[src/rtl/paged_xlat_pkg.sv]
package paged_xlat_pkg;
  localparam int LOCK_W = 2;
  typedef logic [LOCK_W-1:0] lock_t;

  // zero on either side is a free pass; else exact match
  function automatic logic lock_permits(lock_t lock, lock_t key);
    return (lock == '0) || (key == '0) || (lock == key);
  endfunction
endpackage

[src/rtl/paged_xlat_store.sv]
module paged_xlat_store
  import paged_xlat_pkg::*;
#(
  parameter int PAGE_BITS = 8,
  parameter int GROUP     = 4,
  localparam int ENTRIES  = 1 << PAGE_BITS,
  localparam int NGRP     = ENTRIES / GROUP,
  localparam int GRP_W    = $clog2(NGRP)
) (
  input  logic                       clk_i,
  input  logic                       rst_ni,
  input  logic                       ld_valid_i,
  input  logic [GRP_W-1:0]           ld_group_i,
  input  logic [GROUP*PAGE_BITS-1:0] ld_map_i,
  input  logic [GROUP*LOCK_W-1:0]    ld_lock_i,
  input  logic [PAGE_BITS-1:0]       rd_page_i,
  output logic [PAGE_BITS-1:0]       rd_frame_o,
  output lock_t                      rd_lock_o
);
  logic [PAGE_BITS-1:0] map_q  [ENTRIES];
  lock_t                lock_q [ENTRIES];
  logic [NGRP-1:0]      grp_we;

  for (genvar g = 0; g < NGRP; g++) begin : g_we
    assign grp_we[g] = ld_valid_i && (ld_group_i == GRP_W'(g));
  end

  always_ff @(posedge clk_i or negedge rst_ni) begin
    if (!rst_ni) begin
      for (int e = 0; e < ENTRIES; e++) begin
        map_q[e]  <= e[PAGE_BITS-1:0];
        lock_q[e] <= '0;
      end
    end else begin
      for (int e = 0; e < ENTRIES; e++) begin
        if (grp_we[e/GROUP]) begin
          map_q[e]  <= ld_map_i[(e%GROUP)*PAGE_BITS +: PAGE_BITS];
          lock_q[e] <= ld_lock_i[(e%GROUP)*LOCK_W +: LOCK_W];
        end
      end
    end
  end

  assign rd_frame_o = map_q[rd_page_i];
  assign rd_lock_o  = lock_q[rd_page_i];
endmodule

[src/rtl/paged_xlat_guard.sv]
module paged_xlat_guard
  import paged_xlat_pkg::*;
(
  input  lock_t lock_i,
  input  lock_t key_i,
  input  logic  valid_i,
  input  logic  write_i,
  output logic  fault_o,
  output logic  strobe_o
);
  logic permit;
  assign permit   = lock_permits(lock_i, key_i);
  assign fault_o  = valid_i && write_i && !permit;
  assign strobe_o = valid_i && write_i && permit;
endmodule

[src/rtl/paged_xlat.sv]
module paged_xlat
  import paged_xlat_pkg::*;
#(
  parameter int VA_W      = 17,
  parameter int PAGE_BITS = 8,
  parameter int GROUP     = 4,
  localparam int OFF_W    = VA_W - PAGE_BITS,
  localparam int GRP_W    = $clog2((1 << PAGE_BITS) / GROUP)
) (
  input  logic                       clk_i,
  input  logic                       rst_ni,
  input  logic                       ld_valid_i,
  input  logic [GRP_W-1:0]           ld_group_i,
  input  logic [GROUP*PAGE_BITS-1:0] ld_map_i,
  input  logic [GROUP*LOCK_W-1:0]    ld_lock_i,
  input  logic                       req_valid_i,
  input  logic [VA_W-1:0]            req_vaddr_i,
  input  logic                       req_write_i,
  input  logic                       req_map_en_i,
  input  logic [LOCK_W-1:0]          req_key_i,
  output logic                       rsp_valid_o,
  output logic [VA_W-1:0]            rsp_addr_o,
  output logic                       rsp_fault_o,
  output logic                       rsp_wr_o
);
  logic [PAGE_BITS-1:0] frame;
  lock_t                lock;
  logic                 fault_d, strobe_d;
  logic [VA_W-1:0]      addr_d;

  paged_xlat_store #(.PAGE_BITS(PAGE_BITS), .GROUP(GROUP)) u_store (
    .clk_i      (clk_i),
    .rst_ni     (rst_ni),
    .ld_valid_i (ld_valid_i),
    .ld_group_i (ld_group_i),
    .ld_map_i   (ld_map_i),
    .ld_lock_i  (ld_lock_i),
    .rd_page_i  (req_vaddr_i[VA_W-1 -: PAGE_BITS]),
    .rd_frame_o (frame),
    .rd_lock_o  (lock)
  );

  paged_xlat_guard u_guard (
    .lock_i   (lock),
    .key_i    (req_key_i),
    .valid_i  (req_valid_i),
    .write_i  (req_write_i),
    .fault_o  (fault_d),
    .strobe_o (strobe_d)
  );

  assign addr_d = req_map_en_i ? {frame, req_vaddr_i[OFF_W-1:0]} : req_vaddr_i;

  always_ff @(posedge clk_i or negedge rst_ni) begin
    if (!rst_ni) begin
      rsp_valid_o <= 1'b0;
      rsp_addr_o  <= '0;
      rsp_fault_o <= 1'b0;
      rsp_wr_o    <= 1'b0;
    end else begin
      rsp_valid_o <= req_valid_i;
      rsp_fault_o <= fault_d;
      rsp_wr_o    <= strobe_d;
      if (req_valid_i) rsp_addr_o <= addr_d;
    end
  end
endmodule

[config.mk]
export PLATFORM = sky130hd
export DESIGN_NAME = paged_xlat
export DESIGN_NICKNAME = d
export VERILOG_FILES = /design/src/rtl/paged_xlat_pkg.sv /design/src/rtl/paged_xlat_store.sv /design/src/rtl/paged_xlat_guard.sv /design/src/rtl/paged_xlat.sv
export SDC_FILE = /design/constraint.sdc
export NUM_CORES = 2
export LEC_CHECK = 0
export ABC_AREA = 0
export BUFFER_PORTS_ARGS = -buffer_cell sky130_fd_sc_hd__buf_4
export CORE_AREA = 2 2 467 469
export CTS_BUF_LIST = sky130_fd_sc_hd__clkbuf_4 sky130_fd_sc_hd__clkbuf_8 sky130_fd_sc_hd__clkbuf_16
export DETAILED_ROUTE_END_ITERATION = 10
export DIE_AREA = 0 0 469 471
export PLACE_DENSITY = 0.71
export SLEW_MARGIN = 20
export SYNTH_ARGS = -nofsm -noshare
export SYNTH_HDL_FRONTEND = slang
export SYNTH_SLANG_ARGS = --single-unit
[constraint.sdc]
create_clock -name clk_i -period 2.9 [get_ports clk_i]
set_input_delay 0 -clock clk_i [delete_from_list [all_inputs] [get_ports clk_i]]
set_output_delay 0 -clock clk_i [all_outputs]
set_load 0.05 [all_outputs]
==> results.yml <==
timing:
  hold_viol: 0
  period_share_pct: 99.4
  tightest_slew_ps: 1120
  min_period_ps: 2880
  slew_headroom_pct: 25.5
  finClkSkew_ps: 59.0
  hold_ws_ps: 43.1
  setup_viol: 0
  fin_tns_setup_ps: 0
  drv_slew: 0
  maxClockFrequency_mhz: 347
  layout_setup_ws_ps: 17.4
  rsz0062_at_grt: "true"
power:
  p_seq_share_pct: 47.4
  intPower_uw: 71600
  p_leak_uw: 0.0595
  comb_power_share_pct: 13.1
  ir_worst_vdd_mv: 0.623
  power_switching_uw: 22300
  p_per_area_nw_per_um2: 696
  clockPowerShare_pct: 39.5
  switching_share_pct: 23.7
synth:
  syn-mean-instance-area_um2: 16.3
  synth-seq-cells: 2580
  yosysWarningCount: 0
  synth.distinct_cells: 59
  syn_area_um2: 118000
  syn_nets: 7322
  synth_edf_count: 0
  async_flop_share_pct: 100
  ys_seq_area_share_pct: 55.6
  synth_cells: 7251
  synth_ff_type: "dfrtp_1"
clock_network:
  clkSlewWorstSetupHoldPaths_ps: 60
  cts_root_buf: "clkbuf_16"
  tritoncts: "built"
  htreeDepth: 5
  cts.sinks: 2580
  cts_setup_buffers: 0
  clock_latency_ps: 950
  clock_path_buffers: 4
  numCtsBuffers: 289
route:
  drt_iter0_markers: 5436
  drc: 0
  ant_nets: 0
  vias_per_cell: 6.44
  drt-total-wl_um: 320000
  drtPass1Iterations: 5
  wire_per_inst_um: 30.5
  num_vias: 67558
worst_hold_path:
  hp-class: "input pin to async pin"
worst_setup_path:
  r2r_end: "rsp_fault_o$_DFF_PN0_"
  path_max_fanout: 2
  cp.required_ps: 3720
  worst_setup_path_end_kind: "flop"
  crit_type: "flop to flop"
  r2r_slack_ps: 20
  crit_start: "u_store.lock_q[265]$_DFFE_PN0P_"
  startpoint_type: "flop"
  worstPathArrival_ps: 3700
  reg2regPathDepth: 8
  r2r-start: "u_store.lock_q[265]$_DFFE_PN0P_"
cells_and_area:
  nets: 7487
  fin_area_um2: 135000
  seq_area_um2: 65800
  drive_above_1_share_pct: 71.5
  syn2layout_area_growth_pct: 14.1
  layout.cells.non_filler: 10494
  multi_input_area_um2: 49400
  fillers: 15448
place:
  placedCellCount: 9888
  post-place-ws_ps: -638
  numPortBuffers: 90
  dpl_cell_area_um2: 124000
  dp_hpwl_um: 190000
  globalplace.congestion: 0.840
global_routing:
  grt_pass1_vias: 72073
  gr-total-overflow: 0
  grt_use_total_pct: 29.3
  grt_antenna_before_repair: 17
  grt_pass1_wl_um: 480000
  grt_max_degree: 135
flow_run:
  max_cap_violations: 0
floorplan:
  core_um2: 216000
  num_rows: 171
  ios: 91
  dieArea_um2: 221000
  initial_utilization_pct: 54.8
  die_h_um: 471
  die_w_um: 469
run_status:
  outcome: "finished clean"
layout make-up:
type | count | area share (%)
antenna | 10 | 0.0185
clock buffer | 437 | 6.52
clock inverter | 68 | 0.605
inverter | 1 | 0.00649
multi-input combinational | 3904 | 36.6
sequential | 2580 | 48.8
tap | 2854 | 2.65
timing repair buffer | 640 | 4.78
per-stage QoR:
stage,util [%],power (uW)
2_1_floorplan,-,52800
3_3_place_gp,57.6,56500
3_5_place_dp,57.6,57200
4_1_cts,62.4,94400
5_1_grt,62.4,97400
6_report,62.4,93900
power groups by stage:
stage	combinational [uW]	clock [uW]	sequential (uW)
2_1_floorplan	8620	0	44200
3_3_place_gp	11800	0	44700
3_5_place_dp	12200	0	45000
4_1_cts	12400	37600	44400
5_1_grt	13100	39200	45000
6_report	12300	37100	44500
layer usage:
metal  up-vias  part of all wire (%)  track usage [%]  routed length [um]
li1      27473                     -                -                   -
met1     37625                    43             41.4              137000
met2      1891                    48             46.5              154000
met3       565                   5.6             4.84               18000
met4         4                   3.4             9.81               10700
met5         -                0.0081                0                  26
worst max-delay path by stage:
stage / end / slack (ps) / cells after the start
5_1_grt: rsp_fault_o$_DFF_PN0_ / -2 / 8
3_3_place_gp: rsp_fault_o$_DFF_PN0_ / -640 / 13
6_report: rsp_fault_o$_DFF_PN0_ / 20 / 8
2_1_floorplan: rsp_addr_o[16]$_DFFE_PN0P_ / 300 / 11
4_1_cts: rsp_fault_o$_DFF_PN0_ / 6 / 8
3_5_place_dp: rsp_fault_o$_DFF_PN0_ / -640 / 11
cells in the final DEF, fill, tap and decap left out, drive strengths merged, types with 7 or more instances in the layout:
cell type | Yosys | layout
a22oi | 42 | 42
o221ai | 7 | 7
mux2 | 2583 | 2583
or2 | 7 | 7
nand2 | 100 | 100
a21oi | 50 | 50
nand2b | 13 | 13
diode | 0 | 10
o21ai | 17 | 17
dfrtp | 1556 | 1556
nor3 | 18 | 18
nor2b | 45 | 45
dfstp | 1024 | 1024
clkbuf | 510 | 437
buf | 256 | 549
nand4 | 8 | 8
and2 | 8 | 8
a211oi | 31 | 31
a31oi | 8 | 8
o22ai | 10 | 10
nand3 | 25 | 25
mux4 | 720 | 720
bufinv | 0 | 17
nor2 | 51 | 51
dlygate4sd3 | 0 | 91
clkinv | 0 | 40
mux2i | 91 | 91
cells by family (layout without fill, tap and decap cells):
| kind of cell | count (synthesis) | count (layout) | synth area share (%) |
|---|---|---|---|
| mux | 3394 | 3394 | 39.1 |
| flops | 2580 | 2580 | 55.6 |
| buf+inv | 767 | 1146 | 2.82 |
| simple gates | 297 | 297 | 1.22 |
| compound gates | 212 | 212 | 1.24 |
| xor+xnor | 1 | 1 | 0.00740 |
| other cells | 0 | 10 | 0 |
sequential cells by signal, summed over array words and instances, names as in the netlist:
| signal | flops |
|---|---|
| u_store.lock_q | 512 |
| rsp_addr_o | 17 |
| rsp_valid_o | 1 |
| u_store.map_q | 2048 |
| rsp_fault_o | 1 |
| rsp_wr_o | 1 |
worst max-delay path, stage by stage (launching register included):
cell       delay, ps
dfrtp_1          390
mux4_2           470
mux4_2           460
a21o_1           200
a2111oi_4        620
buf_4            230
a311oi_2          40
xor2_1           170
nor2b_2          170
synthesized netlist by cell type (all sizes together) (8+ instances only):
cell type     n  share of area [%]
a211oi       31               0.20
nand2       100               0.32
mux4        720                 14
dfstp      1024                 23
o22ai        10              0.053
nor2b        45               0.24
mux2       2583                 25
dfrtp      1556                 33
a21oi        50               0.21
buf         256                1.2
o21ai        17              0.072
nand3        25               0.11
clkbuf      510                1.6
nand4         8              0.042
nor3         18              0.076
nand2b       13              0.069
a31oi         8              0.042
nor2         51               0.16
a22oi        42               0.27
and2          8              0.042
mux2i        91               0.77
repair_timing:
item	4_1_cts	5_1_grt
hold buffers	91	0
pin swaps	0	2
resized for setup	1	2
hold endpoints to repair	4723	0
setup endpoints to repair	2	2
(Power assumes the default switching activity.)
